==> src/rtl/srw_pkg.sv <==
// Shared types for the supervisory reset block.
// Assumes: two select bits encode three periods plus an off setting.
package srw_pkg;

    typedef enum logic [1:0] {
        WD_LONG  = 2'b00,
        WD_MID   = 2'b01,
        WD_SHORT = 2'b10,
        WD_OFF   = 2'b11
    } wd_sel_e;

    // Largest of three tick counts, used to size the watchdog counter.
    function automatic int max_of3(input int a, input int b, input int c);
        int m;
        m = (a > b) ? a : b;
        return (m > c) ? m : c;
    endfunction

endpackage

==> src/rtl/srw_sync.sv <==
// Multi-stage synchroniser for asynchronous bus samples.
// Assumes: STAGES >= 2; the reset value matches the idle bus level.
module srw_sync #(
    parameter int              WIDTH   = 2,
    parameter int              STAGES  = 2,
    parameter logic [WIDTH-1:0] RST_VAL = '1
) (
    input  logic             clk,
    input  logic             rst_n,
    input  logic [WIDTH-1:0] d_i,
    output logic [WIDTH-1:0] q_o
);
    logic [WIDTH-1:0] stage_q [STAGES];

    for (genvar g = 0; g < STAGES; g++) begin : g_stage
        // One register stage of the chain.
        always_ff @(posedge clk) begin
            if (!rst_n) begin
                stage_q[g] <= RST_VAL;
            end else if (g == 0) begin
                stage_q[g] <= d_i;
            end else begin
                stage_q[g] <= stage_q[(g == 0) ? 0 : g-1];
            end
        end
    end

    assign q_o = stage_q[STAGES-1];
endmodule

==> src/rtl/srw_start_det.sv <==
// Bus start detector: flags an SDA fall while SCL is high on both sides.
// Assumes: inputs are already synchronised to clk; the bus idles high.
module srw_start_det (
    input  logic clk,
    input  logic rst_n,
    input  logic sda_s_i,
    input  logic scl_s_i,
    output logic start_o
);
    logic sda_d;
    logic scl_d;

    // Delay the synchronised lines by one cycle for edge detection.
    always_ff @(posedge clk) begin
        if (!rst_n) begin
            sda_d <= 1'b1;
            scl_d <= 1'b1;
        end else begin
            sda_d <= sda_s_i;
            scl_d <= scl_s_i;
        end
    end

    assign start_o = sda_d & ~sda_s_i & scl_d & scl_s_i;
endmodule

==> src/rtl/srw_watchdog.sv <==
// Watchdog counter with three selectable periods and an off setting.
// Assumes: rst_act_i is the live reset state; the counter is held at zero
// while reset is active and restarts on a bus start or a select change.
module srw_watchdog
    import srw_pkg::*;
#(
    parameter int PER_LONG  = 700,
    parameter int PER_MID   = 300,
    parameter int PER_SHORT = 100
) (
    input  logic       clk,
    input  logic       rst_n,
    input  logic [1:0] sel_i,
    input  logic       start_i,
    input  logic       rst_act_i,
    output logic       expire_o
);
    localparam int CNT_W = $clog2(max_of3(PER_LONG, PER_MID, PER_SHORT) + 1);

    logic [CNT_W-1:0] cnt;
    logic [CNT_W-1:0] last_tick;
    logic [1:0]       sel_q;
    logic             enabled;
    logic             restart;

    // Select the final count value of the active period.
    always_comb begin
        case (sel_i)
            WD_LONG:  last_tick = CNT_W'(PER_LONG - 1);
            WD_MID:   last_tick = CNT_W'(PER_MID - 1);
            WD_SHORT: last_tick = CNT_W'(PER_SHORT - 1);
            default:  last_tick = '0;
        endcase
    end

    assign enabled  = (sel_i != WD_OFF);
    assign restart  = rst_act_i | start_i | (sel_i != sel_q) | ~enabled;
    assign expire_o = ~restart & (cnt == last_tick);

    // Track the select bits and advance or clear the counter.
    always_ff @(posedge clk) begin
        if (!rst_n) begin
            cnt   <= '0;
            sel_q <= sel_i;
        end else begin
            sel_q <= sel_i;
            if (restart || expire_o) begin
                cnt <= '0;
            end else begin
                cnt <= cnt + CNT_W'(1);
            end
        end
    end

    // counter is cleared while the reset is active
    assert_cnt_held_in_reset_R6: assert property (@(posedge clk) disable iff (!rst_n)
        rst_act_i |=> (cnt == '0));

    // a running counter never passes the selected period
    assert_cnt_in_range_R4: assert property (@(posedge clk) disable iff (!rst_n)
        (enabled && !rst_act_i && sel_i == sel_q) |-> (cnt <= last_tick));
endmodule

==> src/rtl/srw_holdoff.sv <==
// Reset hold-off timer shared by supply loss and watchdog timeout.
// Assumes: pwr_ok_i is already registered; HOLD_TICKS >= 2.
module srw_holdoff #(
    parameter int HOLD_TICKS = 50
) (
    input  logic clk,
    input  logic rst_n,
    input  logic pwr_ok_i,
    input  logic expire_i,
    output logic rst_act_o
);
    localparam int               CNT_W = $clog2(HOLD_TICKS + 1);
    localparam logic [CNT_W-1:0] LAST  = CNT_W'(HOLD_TICKS - 1);

    logic [CNT_W-1:0] cnt;
    logic             rst_q;

    // Assert on supply loss or timeout, release after the hold-off.
    always_ff @(posedge clk) begin
        if (!rst_n) begin
            rst_q <= 1'b1;
            cnt   <= '0;
        end else if (!pwr_ok_i || expire_i) begin
            rst_q <= 1'b1;
            cnt   <= '0;
        end else if (rst_q) begin
            if (cnt == LAST) begin
                rst_q <= 1'b0;
                cnt   <= '0;
            end else begin
                cnt <= cnt + CNT_W'(1);
            end
        end
    end

    assign rst_act_o = rst_q;

    // a low supply sample forces reset on the next cycle
    assert_rst_on_pwr_low_R1: assert property (@(posedge clk) disable iff (!rst_n)
        !pwr_ok_i |=> rst_q);

    // release happens only after a good supply sample
    assert_release_after_good_R2: assert property (@(posedge clk) disable iff (!rst_n)
        $fell(rst_q) |-> $past(pwr_ok_i));

    // a watchdog timeout turns reset on
    assert_expire_resets_R6: assert property (@(posedge clk) disable iff (!rst_n)
        expire_i |=> rst_q);
endmodule

==> src/rtl/sup_reset_wdog.sv <==
// Supervisory reset top: supply hold-off plus bus-start watchdog.
// Assumes: sda_i/scl_i are asynchronous raw samples; pwr_ok_i is registered.
// sys_rst_o polarity is fixed by ACTIVE_HIGH; bus_abort_o is always
// active high.
module sup_reset_wdog #(
    parameter bit ACTIVE_HIGH = 1'b1,
    parameter int HOLD_TICKS  = 50,
    parameter int PER_LONG    = 700,
    parameter int PER_MID     = 300,
    parameter int PER_SHORT   = 100,
    parameter int SYNC_STAGES = 2
) (
    input  logic       clk,
    input  logic       rst_n,
    input  logic       pwr_ok_i,
    input  logic       sda_i,
    input  logic       scl_i,
    input  logic [1:0] wd_sel_i,
    output logic       sys_rst_o,
    output logic       bus_abort_o
);
    logic [1:0] bus_s;
    logic       start;
    logic       expire;
    logic       rst_act;

    srw_sync #(.WIDTH(2), .STAGES(SYNC_STAGES), .RST_VAL(2'b11)) u_sync (
        .clk   (clk),
        .rst_n (rst_n),
        .d_i   ({sda_i, scl_i}),
        .q_o   (bus_s)
    );

    srw_start_det u_start (
        .clk     (clk),
        .rst_n   (rst_n),
        .sda_s_i (bus_s[1]),
        .scl_s_i (bus_s[0]),
        .start_o (start)
    );

    srw_watchdog #(
        .PER_LONG  (PER_LONG),
        .PER_MID   (PER_MID),
        .PER_SHORT (PER_SHORT)
    ) u_wdog (
        .clk       (clk),
        .rst_n     (rst_n),
        .sel_i     (wd_sel_i),
        .start_i   (start),
        .rst_act_i (rst_act),
        .expire_o  (expire)
    );

    srw_holdoff #(.HOLD_TICKS(HOLD_TICKS)) u_hold (
        .clk       (clk),
        .rst_n     (rst_n),
        .pwr_ok_i  (pwr_ok_i),
        .expire_i  (expire),
        .rst_act_o (rst_act)
    );

    if (ACTIVE_HIGH) begin : g_pol_hi
        assign sys_rst_o = rst_act;
    end else begin : g_pol_lo
        assign sys_rst_o = ~rst_act;
    end

    assign bus_abort_o = rst_act;
endmodule

==> config.mk <==
export PLATFORM = sky130hd
export DESIGN_NAME = sup_reset_wdog
export DESIGN_NICKNAME = d
export VERILOG_FILES = /design/src/rtl/srw_pkg.sv /design/src/rtl/srw_sync.sv /design/src/rtl/srw_start_det.sv /design/src/rtl/srw_watchdog.sv /design/src/rtl/srw_holdoff.sv /design/src/rtl/sup_reset_wdog.sv
export SDC_FILE = /design/constraint.sdc
export NUM_CORES = 1
export LEC_CHECK = 0
export BUFFER_PORTS_ARGS = -buffer_cell sky130_fd_sc_hd__clkbuf_2
export CORE_MARGIN = 2
export CORE_UTILIZATION = 55
export CTS_BUF_LIST = sky130_fd_sc_hd__clkbuf_4
export CTS_CLUSTER_DIAMETER = 30
export DETAILED_ROUTE_END_ITERATION = 8
export GPL_TIMING_DRIVEN = 1
export PLACE_DENSITY_LB_ADDON = 0.1
export SLEW_MARGIN = 20
export SYNTH_ARGS = -nofsm -noshare
export SYNTH_HDL_FRONTEND = slang
export SYNTH_SLANG_ARGS = --single-unit
==> constraint.sdc <==
create_clock -name clk -period 2.6 [get_ports clk]
set_input_delay 0.26 -clock clk [delete_from_list [all_inputs] [get_ports clk]]
set_output_delay 0.26 -clock clk [all_outputs]
set_load 0.1 [all_outputs]
* After elaboration in Yosys (flattened, before gate mapping)
Memories as Yosys holds them, arrays and structs flattened.
Cells that the tools add are included.
** Operators by class
- Add/sub/neg operators :: 2
- Equal/unequal tests :: 6
- Multiplexer cells :: 8
- Bitwise operators :: 13
- Reductions and logical operators :: 6
** Operators by type and width (number)
- 10-bit case mux with 3 select lines :: 1
- 10-bit by 1-bit adder with 10-bit output (second input constant) :: 1
- 10-bit equality test :: 1
- 6-bit by 1-bit adder with 6-bit output (second input constant) :: 1
- 6-bit equality test (second input constant) :: 1
- 6-bit two-way mux :: 1
- 1-bit bitwise OR :: 5
- 1-bit bitwise AND :: 4
- 1-bit two-way mux :: 4
- 2-bit two-way mux :: 2
- 1-bit NOT :: 4
- 2-bit OR reduction :: 2
- 2-bit by 1-bit equality test with 1-bit output (second input constant) :: 1
- 2-bit equality test (second input constant) :: 1
- 2-bit logical NOT :: 1
- 1-bit logical OR :: 2
- 2-bit inequality test :: 1
- 2-bit inequality test (second input constant) :: 1
- 1-bit logical NOT :: 1
** Storage, ports and cells
- Register bits :: 21
- Bits in writable memories :: 4
- Memories :: 1
** Memory list
- u_sync.stage_q :: depth 2, width 2, rd ports 2, clocked after memory_dff 0, wr ports 2, line srw_sync.sv:13 : logic [WIDTH-1:0] stage_q [STAGES];

* Longest topological paths before layout
Gate-level depths: netlist of the first run.
- Depth in word-level cells :: 11
- Gate-level depth with buffers :: 7
- Mapped depth without buffers :: 7

* Cells and area by module
A second synthesis of the first run with hierarchy kept.
** Second synthesis, totals
- Cell total of the unflattened synthesis :: 127
- Area, all modules :: 1219.9 µm²
** Modules (own cells, without submodules)
- srw_watchdog :: times used 1, cells an instance 70, area an instance 678.2 µm², seq. area each 240.2 µm²
- srw_holdoff :: times used 1, cells an instance 43, area an instance 366.6 µm², seq. area each 140.1 µm²
- srw_sync :: times used 1, cells an instance 8, area an instance 105.1 µm², seq. area each 80.1 µm²
- srw_start_det :: times used 1, cells an instance 5, area an instance 62.6 µm², seq. area each 40.0 µm²
- sup_reset_wdog :: times used 1, cells an instance 1, area an instance 7.5 µm², seq. area each 0.0 µm²

* Worst setup path after synthesis of the first run
OpenSTA, ideal clock, no wires.
- Kind :: register to register
- Start point :: register u_hold.rst_q, in the netlist u_hold.rst_act_o
- End point :: register u_hold.rst_q, in the netlist u_hold.rst_act_o
- Library setup time :: 0.073 ns
- Arrival :: 1.746 ns
- Required time :: 2.527 ns
- Path slack :: 0.781 ns
- Stages on the path, launching flop included :: 6
- Period minus slack after synthesis :: 1.819 ns
- Path through :: dfxtp_1 a21oi_1 and4_1 inv_1 o41ai_4 o21bai_1
** On the way
- Cells in the longest elaborated chain, start to end :: 7
- Elaborated cells on any way between the ends :: 8
- Those cells by class :: mux (1); bitwise (5); reduce/logical (2)
** Ends and longest elaborated chain
- start, declared :: line srw_holdoff.sv:16 : logic rst_q;
- start signal, assigned :: line srw_holdoff.sv:21 : rst_q <= 1'b1;
- start signal, assigned :: line srw_holdoff.sv:24 : rst_q <= 1'b1;
- start signal, assigned :: line srw_holdoff.sv:28 : rst_q <= 1'b0;
- 1-bit bitwise OR (3 in a row) :: line srw_watchdog.sv:37 : assign restart = rst_act_i | start_i | (sel_i != sel_q) | ~enabled;
- 1-bit NOT :: line srw_watchdog.sv:38 : assign expire_o = ~restart & (cnt == last_tick);
- 1-bit bitwise AND :: line srw_watchdog.sv:38
- 1-bit logical OR :: line srw_holdoff.sv:23 : end else if (!pwr_ok_i || expire_i) begin
- 2-bit OR reduction (no source line)
Several ways; a longest one is shown, not always the timed one.
A chain may end at the register's enable or synchronous reset.

* Worst setup path after layout of the first run
- Start point :: register u_wdog.cnt[0]
- End point :: register u_hold.rst_q, in the netlist u_hold.rst_act_o
** On the way
- Cells in the longest elaborated chain, start to end :: 4
** Ends and longest elaborated chain
- start, declared :: line srw_watchdog.sv:20 : logic [CNT_W-1:0] cnt;
- start signal, assigned :: line srw_watchdog.sv:50 : cnt <= cnt + CNT_W'(1);
- 10-bit equality test :: line srw_watchdog.sv:38
- 1-bit bitwise AND :: line srw_watchdog.sv:38
- 1-bit logical OR :: line srw_holdoff.sv:23
- 2-bit OR reduction (no source line)
Every way passes these cells.

==> metrics.txt, run 1 <==
outcome finished, final reports clean; IO buf count 8; Fillers 175; Detailed Route Iter0 Violations 8; post-synth top area share 0.427; Final period util 0.669; via density per instance 5.41; headroom to the max-slew limit 0.645; Hold Crit Class in2reg; initial core utilization 0.591; Static Leak 0.460 nW; clk slew on worst S/H paths 130 ps; crit path kind reg2reg; via count of the first global-routing pass 822; most common library cells after synthesis dfxtp_1 (25), nor2_1 (21), nand2_1 (8); # rows 16; EDFF count, synth 0; Die Area 2510 um2; IO Pins 9; Yosys Warn Count 0; chip width 50.1 um; fraction of layout cells with a size suffix above 1 0.124; crit-path max cell delay 510 ps; fmax 575 MHz; Mapped Nets 139; core area 1980 um2; CP arrival 2000 ps; CTS tree yes; R2R setup slack 860 ps; Synth Flop Type dfxtp_1; CP Cell Sequence or3_1 > nor3_2 > nor3_2 > o41ai_4 > o21bai_1; post-CTS sizing 0; Die Ht 50.1 um; Clock Path Buffers 2; Antenna diodes 0; largest net degree at the start of global routing 15; number of routed nets with antenna violations 0; largest area contributor in the netlist dfxtp_1; Tmin final 1740 ps; Total Routing Usage GR 0.178; Crit-path slowest cell o41ai_4; H-tree depth 1; endpoint class of the critical path register; Layout Skew 2.88 ps; DR WL/cell 12.1 um; Unique masters post-synth 31; setup TNS 0 ps; Tightest Pin Transition 536 ps; first drt pass iteration count 4; max-cap violations 0; sequential area share after synthesis 0.427; # setup viols final 0; clock latency on the worst-skew pair 320 ps; first-pass GRT wire length 3.46 mm; most frequent CP cell nor3_2; Yosys reg bits 25; Hold Violations, Final 0; Mapped Cells 129; Startpoint Class register; top post-synthesis cells by area dfxtp_1 (43%), nor2_1 (6.7%), xnor2_1 (5.2%); clk sink count 25; CTS Buf Count 3; Pwr per Cell Area 482 nW/um2; Post-route DRC 0; Hold Buf Count CTS 0; Final HPWL DP 1.43 mm; gpl congestion 0.841; asr flop ratio synth 0; Crit Path Max Fanout 7; Netlist Area Pre-Place 1170 um2; root buf cell clkbuf_4; worst setup margin 860 ps; setup slack at placement 888 ps; post-CTS setup buffer count 0; RSZ-0062 raised after global routing false; routed wire length 1.99 mm; most frequent cell after synthesis dfxtp_1; GR Overflow Total 0; Area Overhead vs Synth 6.73%; CP required 2860 ps; initial antenna violation count 0; vias 888; fin nets 148; fin. max-slew vios 0; Avg Cell Area, Syn 9.08 um2; Max rail drop VDD 0.000362 V
-- cells by family after synthesis --
family	after synthesis	synth area share
buffers and inverters	9	0.0353
muxes	2	0.0171
and+or+nand+nor	62	0.285
AOI/OAI and AO/OA	16	0.113
adders and majority gates	3	0.0321
DFF	25	0.427
xor gates and xnor gates	12	0.0897
-- power by group --
group / internal [mW] / switching (mW)
clock network: 0.0576 / 0.115
registers: 0.390 / 0.00354
logic: 0.0161 / 0.0195
-- area by class of cell --
class	count	area, um2	area share
Clock inverter	1	5.00	0.00400
Sequential cell	25	500	0.400
Inverter	5	18.8	0.0150
Tap cell	27	33.8	0.0270
Multi-Input combinational cell	95	629	0.504
Timing Repair Buffer	8	40.0	0.0320
Clock buffer	3	22.5	0.0180
-- flip-flops by register name, indices dropped and copies added, names as in the netlist --
register and flops:
u_hold.rst_act_o 1, u_sync.stage_q 4, u_start.scl_d 1, u_wdog.cnt 10
u_hold.cnt 6, u_start.sda_d 1, u_wdog.sel_q 2
-- worst paths after layout --
kind / startpoint / end / depth (start not counted)
setup / recovery: u_wdog.cnt[0]$_SDFF_PP0_ / u_hold.rst_act_o$_SDFF_PP1_ / 5
hold reg to reg: u_sync.stage_q[0][0]$_SDFF_PN1_ / u_sync.stage_q[1][0]$_SDFF_PN1_ / 1
setup reg to reg: u_wdog.cnt[0]$_SDFF_PP0_ / u_hold.rst_act_o$_SDFF_PP1_ / 5
hold / removal: sda_i / u_sync.stage_q[0][1]$_SDFF_PN1_ / 2
-- per-layer routing --
layer	track usage	routed length [um]	vias up
met5	0	0	-
met4	0.0417	14	0
met3	0.0625	69	2
met2	0.307	957	13
met1	0.211	947	416
li1	-	-	457
-- critical path: cells and delay by family (launching register included) --
family           cells  cell delay (ps)
AO/OA/AOI/OAI        2              680
AND/OR/NAND/NOR      3              630
flip-flops           1              380
-- placed cells by master (no fill, tap or decap) --
master    instances
inv_1             5
nor2b_1           1
o311ai_4          1
or3_1             2
xor2_1            5
o41ai_4           1
mux2i_1           2
nor2_1           21
nand3b_1          1
and3_1            2
o21bai_1          1
and4_1            2
nand2b_1          7
ha_1              3
a21oi_1           7
nand3_1           5
clkbuf_2          8
xnor2_1           7
nor3_2            2
clkinv_2          1
clkbuf_4          3
o21ai_0           4
nand4_1           3
a22oi_1           1
nor4bb_1          1
and2_1            2
nor4b_2           1
nand2_1           8
nand4b_1          1
dfxtp_1          25
o311ai_1          1
nor3_1            3
-- stage by stage --
step	total power, mW	cell area [um2]	cells	utilization	hold WS, ps
4_1_cts	0.612	1250	164	0.631	103
6_report	0.602	1250	164	0.631	108
3_3_place_gp	0.437	1220	160	0.617	391
3_5_place_dp	0.438	1220	160	0.617	397
2_1_floorplan	0.428	1170	129	-	288
5_1_grt	0.630	1250	164	0.631	102
(Power assumes the default switching activity.)
==> run 2, diff against run 1 <==
--- a/config.mk
+++ b/config.mk
@@ -5,6 +5,7 @@
 export SDC_FILE = /design/constraint.sdc
 export NUM_CORES = 1
 export LEC_CHECK = 0
+export ABC_AREA = 1
 export BUFFER_PORTS_ARGS = -buffer_cell sky130_fd_sc_hd__clkbuf_2
 export CORE_MARGIN = 2
 export CORE_UTILIZATION = 55
==> constraint.sdc (replaced) <==
create_clock -name clk -period 1.55 [get_ports clk]
set_input_delay 0.155 -clock clk [delete_from_list [all_inputs] [get_ports clk]]
set_output_delay 0.155 -clock clk [all_outputs]
set_load 0.1 [all_outputs]
==> run 2 against run 1 <==
Effect of this change:
- first-iteration DRC count increased to 2.8 times the previous value
- clock-buffer cell count unchanged
- design area increased by 7.8%
- critical path type is now reg2out
- cell count increased by 26%
- sequential share of layout area decreased by 2.8 points
- total power increased by 71%
- non-clock buffer count increased by 2
- worst hold slack got worse by 53 ps
==> metrics.txt, run 2 <==
RSZ-0062 raised after global routing false; Hold Crit Class in2reg; headroom to the max-slew limit 0.642 (-0.00292); fin nets 189 (+28%); CP Cell Sequence clkbuf_2; Clock Path Buffers 2 (unchanged); Yosys Warn Count 0 (unchanged); clk slew on worst S/H paths 150 ps (+20 ps); largest area contributor in the netlist dfxtp_1; Mapped Cells 168 (+30%); GR Overflow Total 0 (unchanged); Tightest Pin Transition 540 ps (+4.39 ps); top post-synthesis cells by area dfxtp_1 (40%), inv_1 (8.1%), nand2_1 (8.1%); gpl congestion 0.823 (-2.1%); CP required 1390 ps (-1470 ps); Fillers 212 (+21%); post-CTS sizing 0 (unchanged); asr flop ratio synth 0 (unchanged); leading registers by flop count u_wdog.cnt (10), u_hold.cnt (6), u_sync.stage_q (4); Crit Path Max Fanout 8 (+1); Static Leak 0.563 nW (+22%); EDFF count, synth 0 (unchanged); Antenna diodes 0 (unchanged); Netlist Area Pre-Place 1250 um2 (+7.2%); Mapped Nets 178 (+28%); Area Overhead vs Synth 7.38%; most common library cells after synthesis inv_1 (27), nand2_1 (27), dfxtp_1 (25), nor2_1 (24), nand3_1 (12); Detailed Route Iter0 Violations 22 (+14); root buf cell clkbuf_4; post-synth top area share 0.399 (-0.0285); max-cap violations 0 (unchanged); fin. max-slew vios 0 (unchanged); Yosys reg bits 25 (unchanged); R2R depth 6 (+1); first-pass GRT wire length 3.59 mm (+3.6%); max FFs per register 10 (unchanged); fmax 726 MHz; clk sink count 25 (unchanged); WP buf/inv 1 (+1); WHS 55.1 ps (-52.8 ps); Die Area 2680 um2 (+6.6%); H-tree depth 1 (unchanged); Avg Cell Area, Syn 7.47 um2 (-18%); Final HPWL DP 1.42 mm (-0.89%); initial antenna violation count 0 (unchanged); Post-route DRC 0 (unchanged); crit-path max cell delay 480 ps (-30 ps); outcome finished, final reports clean; sequential area share after synthesis 0.399 (-0.0285); Biggest register u_wdog.cnt; vias 954 (+7.4%); IO Pins 9 (unchanged); Max rail drop VDD 0.000590 V (+63%); # rows 17 (+1); Crit. path cell count 1 (-4); CP arrival 1220 ps (-780 ps); CTS tree yes; via density per instance 4.63 (-14%); Setup crit start u_hold.rst_act_o$_SDFF_PP1_; worst reg2reg path startpoint u_wdog.cnt[0]$_SDFF_PP0_; most frequent cells in the layout inv_1 (27), nand2_1 (27), nor2_1 (24), dfxtp_1 (24), nand3_1 (12); Tmin final 1380 ps; delay-heaviest family, CP buffers and inverters; Startpoint Class register; chip width 51.8 um (+3.2%); first drt pass iteration count 4 (unchanged); setup TNS 0 ps (unchanged); Pwr per Cell Area 764 nW/um2 (+59%); Synth Flop Type dfxtp_1; Final period util 0.889; via count of the first global-routing pass 920 (+12%); R2R setup slack 180 ps (-680 ps); Unique masters post-synth 27 (-13%); Placed Instances 200 (+25%); crit path kind reg2out; Hold Violations, Final 0 (unchanged); largest net degree at the start of global routing 16 (+1); fraction of layout cells with a size suffix above 1 0.191 (+0.0669); clock latency on the worst-skew pair 320 ps (about the same); number of routed nets with antenna violations 0 (unchanged); CTS Buf Count 3 (unchanged); IO buf count 8 (unchanged); core area 2190 um2 (+11%); reg2reg end u_wdog.cnt[8]$_SDFF_PP0_; Setup crit end sys_rst_o; Die Ht 51.8 um (+3.2%); Crit-path slowest cell clkbuf_2; DR WL/cell 9.25 um (-24%); routed wire length 1.91 mm (-4.2%); Total Routing Usage GR 0.180 (+0.00129); endpoint class of the critical path primary output; Layout Skew 13.8 ps (+10.9 ps); initial core utilization 0.573 (-0.0181); # setup viols final 0 (unchanged); Finished Layout Cells 206 (+26%)
==> run 2: how the worst min path moves through the flow <==
stage | from | slack [ps] | cells past startpoint | endpoint
6_report | wd_sel_i[0] | 60 | 1 | u_wdog.sel_q[0]$_DFF_P_
5_1_grt | wd_sel_i[0] | 60 | 1 | u_wdog.sel_q[0]$_DFF_P_
4_1_cts | wd_sel_i[0] | 50 | 1 | u_wdog.sel_q[0]$_DFF_P_
3_5_place_dp | sda_i | 330 | 3 | u_sync.stage_q[0][1]$_SDFF_PN1_
3_3_place_gp | sda_i | 330 | 3 | u_sync.stage_q[0][1]$_SDFF_PN1_
2_1_floorplan | wd_sel_i[0] | 180 | 0 | u_wdog.sel_q[0]$_DFF_P_
==> run 2: layer usage <==
metal | up-vias | GRT usage | wire length (um)
li1 | 531 | - | -
met1 | 408 | 0.229 | 973
met2 | 11 | 0.293 | 850
met3 | 4 | 0.0374 | 51
met4 | 0 | 0.0789 | 29
met5 | - | 0 | 0
==> run 2: what timing repair did <==
item,CTS,global route
buffers inserted,0,0
endpoints found under the hold margin,2,0
hold buffers,2,0
endpoints found under the setup margin,0,0
==> run 2: area by class of cell <==
cell class              count  area [um2]  share of cell area
clock buffers               3        22.5              0.0167
clock inverters             1        7.51             0.00557
inverters                  28         105              0.0780
multi-input cells         111         616               0.457
flip-flops and latches     25         502               0.372
well taps                  28        35.0              0.0260
repair buffers             10        60.1              0.0446
==> run 2: cell families (layout without fill, tap and decap cells) <==
family / count (synthesis) / in the layout / synth area share
adders and majority gates: 3 / 3 / 0.0299
and+or+nand+nor: 88 / 88 / 0.347
DFF: 25 / 25 / 0.399
xor gates and xnor gates: 11 / 11 / 0.0768
buffers and inverters: 32 / 42 / 0.111
AOI/OAI and AO/OA: 9 / 9 / 0.0369
==> run 2: per-stage QoR <==
stage	power, mW	area, um2	util	worst slack [ps]
2_1_floorplan	0.730	1260	-	94.8
3_3_place_gp	0.738	1300	0.592	246
3_5_place_dp	0.740	1300	0.592	186
4_1_cts	1.04	1350	0.615	152
5_1_grt	1.08	1350	0.615	12.9
6_report	1.03	1350	0.615	173
==> run 2: power by group <==
part	switching, mW	internal, mW	leakage [nW]
logic	0.0411	0.0280	0.346
clock network	0.202	0.0986	0.0139
registers	0.00538	0.654	0.203
total	0.248	0.781	0.563
==> run 3, diff against run 2 <==
--- a/config.mk
+++ b/config.mk
@@ -5,13 +5,13 @@
 export SDC_FILE = /design/constraint.sdc
 export NUM_CORES = 1
 export LEC_CHECK = 0
-export ABC_AREA = 1
 export BUFFER_PORTS_ARGS = -buffer_cell sky130_fd_sc_hd__clkbuf_2
 export CORE_MARGIN = 2
 export CORE_UTILIZATION = 55
 export CTS_BUF_LIST = sky130_fd_sc_hd__clkbuf_4
 export CTS_CLUSTER_DIAMETER = 30
 export DETAILED_ROUTE_END_ITERATION = 8
+export GPL_ROUTABILITY_DRIVEN = 0
 export GPL_TIMING_DRIVEN = 1
 export PLACE_DENSITY_LB_ADDON = 0.1
 export SLEW_MARGIN = 20
==> run 3 against run 2 <==
Effect of this change:
- the run now ends with setup timing left
- die area shrank 6.2%
- critical path depth is 5 higher
- worst hold slack improved by 77 ps
- setup slack lost 210 ps
- clock-buffer cell count is the same
- sequential share of layout area shrank 2.6 points
- clock skew shrank 6.7 ps
- critical path type is now reg2reg
- largest cell class unchanged
==> metrics.txt, run 3 (synthesis gave the netlist of run 1 again) <==
Tmin final 1580 ps (+208 ps); first-pass GRT wire length 4.02 mm (+12%); outcome finished with violations; fin nets 166 (-12%); fmax 631 MHz (-13%); most frequent cells in the layout dfxtp_1 (20), nor2_1 (18), buf_4 (14); area used by multi-input combinational logic 692 um2 (+12%); Startpoint Class register; Hold Violations, Final 0 (unchanged); Fillers 139 (-34%); GR Overflow Total 0 (unchanged); CP arrival 1800 ps (+580 ps); max-cap violations 0 (unchanged); most common cell after layout, fill and taps aside dfxtp_1; final core occ 0.742 (+0.127); routed wire length 2.27 mm (+19%); Final period util 1.02 (+0.134); # rows 16 (-1); number of routed nets with antenna violations 0 (unchanged); fraction of layout cells with a size suffix above 1 0.310 (+0.119); Static Leak 0.562 nW (-0.12%); DR WL/cell 12.5 um (+35%); RSZ-0062 raised after global routing true; H-tree depth 1 (unchanged); clock latency on the worst-skew pair 320 ps (about the same); Detailed Route Iter0 Violations 11 (-50%); Total Routing Usage GR 0.207 (+0.0270); initial antenna violation count 0 (unchanged); headroom to the max-slew limit 0.643 (+0.00148); Hold Crit Class in2reg; Biggest register u_wdog.cnt; Max rail drop VDD 0.000625 V (+5.9%); vias 951 (-0.31%); worst setup margin -34.8 ps (-208 ps); IO buf count 8 (unchanged); Clock Path Buffers 2 (unchanged); Finished Cell Area 1470 um2 (+9.2%); first drt pass iteration count 5 (+1); failing checks setup timing; via density per instance 5.23 (+13%); initial core utilization 0.591 (+0.0181); root buf cell clkbuf_4; Tightest Pin Transition 538 ps (-2.24 ps); chip width 50.1 um (-3.1%); CTS Buf Count 3 (unchanged); Post-route DRC 0 (unchanged); fin. max-slew vios 0 (unchanged); Die Ht 50.1 um (-3.1%); Final HPWL DP 1.62 mm (+14%); Area Overhead vs Synth 25.6%; setup slack at placement -40.7 ps (-227 ps); WHS 132 ps (+77.1 ps); via count of the first global-routing pass 946 (+2.8%); Antenna diodes 0 (unchanged); crit path kind reg2reg; Layout Skew 7.17 ps (-6.66 ps); leading registers by flop count u_wdog.cnt (10), u_hold.cnt (6), u_sync.stage_q (4); DP Area 1340 um2 (+3.1%); clk sink count 25 (unchanged); # setup viols final 9 (+9); largest net degree at the start of global routing 16 (unchanged); core area 1980 um2 (-9.5%); Die Area 2510 um2 (-6.2%); Crit Path Max Fanout 5 (-3); endpoint class of the critical path register; clk slew on worst S/H paths 140 ps (about the same); max FFs per register 10 (unchanged); CP required 1770 ps (+380 ps); Seq. cell area 509 um2 (+1.5%); IO Pins 9 (unchanged); CTS tree yes; Pwr per Cell Area 700 nW/um2 (-8.3%)
==> run 3: metal layers <==
metal | global-route usage | wire, um | up-vias
met3 | 0.0268 | 53 | 2
li1 | - | - | 492
met2 | 0.338 | 1120 | 14
met1 | 0.282 | 1090 | 443
met4 | 0.0694 | 13 | 0
met5 | 0 | 0 | -
==> run 3: cell type report <==
cell class                      count  share of cell area
Multi-Input combinational cell     95               0.470
Sequential cell                    25               0.346
Timing Repair Buffer               26               0.128
Tap cell                           27              0.0230
Clock buffer                        3              0.0153
Inverter                            5              0.0128
Clock inverter                      1             0.00510
==> run 3: per-stage QoR <==
step           total power [mW]  setup TNS (ps)  std cells
2_1_floorplan             0.717               0        129
3_3_place_gp              0.737           -24.8        174
3_5_place_dp              0.741            -327        174
4_1_cts                    1.04           -51.5        182
5_1_grt                    1.07            -900        182
6_report                   1.03            -276        182
==> run 3: repair_timing <==
action | CTS | global route
setup endpoints to repair | 10 | 16
pin swaps | 1 | 2
gates cloned | 1 | 0
hold buffers | 2 | 0
gates resized for setup | 2 | 17
setup buffers | 1 | 0
endpoints found under the hold margin | 2 | 0
==> run 3: power by group <==
part / total (mW) / internal (mW) / leakage [nW] / switching, mW
combinational: 0.0767 / 0.0373 / 0.342 / 0.0394
sequential: 0.659 / 0.652 / 0.206 / 0.00629
clock: 0.295 / 0.0984 / 0.0139 / 0.197
total: 1.03 / 0.788 / 0.562 / 0.243
==> run 3: worst paths after layout <==
| kind | from | end | slack, ps | cells after the start |
|---|---|---|---|---|
| max reg2reg | u_wdog.cnt[0]$_SDFF_PP0_ | u_wdog.cnt[9]$_SDFF_PP0_ | -30 | 6 |
| min reg2reg | u_sync.stage_q[0][1]$_SDFF_PN1_ | u_sync.stage_q[1][1]$_SDFF_PN1_ | 430 | 1 |
| max | u_wdog.cnt[0]$_SDFF_PP0_ | u_wdog.cnt[9]$_SDFF_PP0_ | -30 | 6 |
| min | wd_sel_i[1] | u_wdog.sel_q[1]$_DFF_P_ | 130 | 1 |
==> run 3: worst max-delay path: stages, from the launching register on <==
cell and delay, ps:
dfxtp_2 360, or3_4 390, nor3_4 160, nor3_4 90, o311ai_4 280, buf_6 170
a21oi_1 40
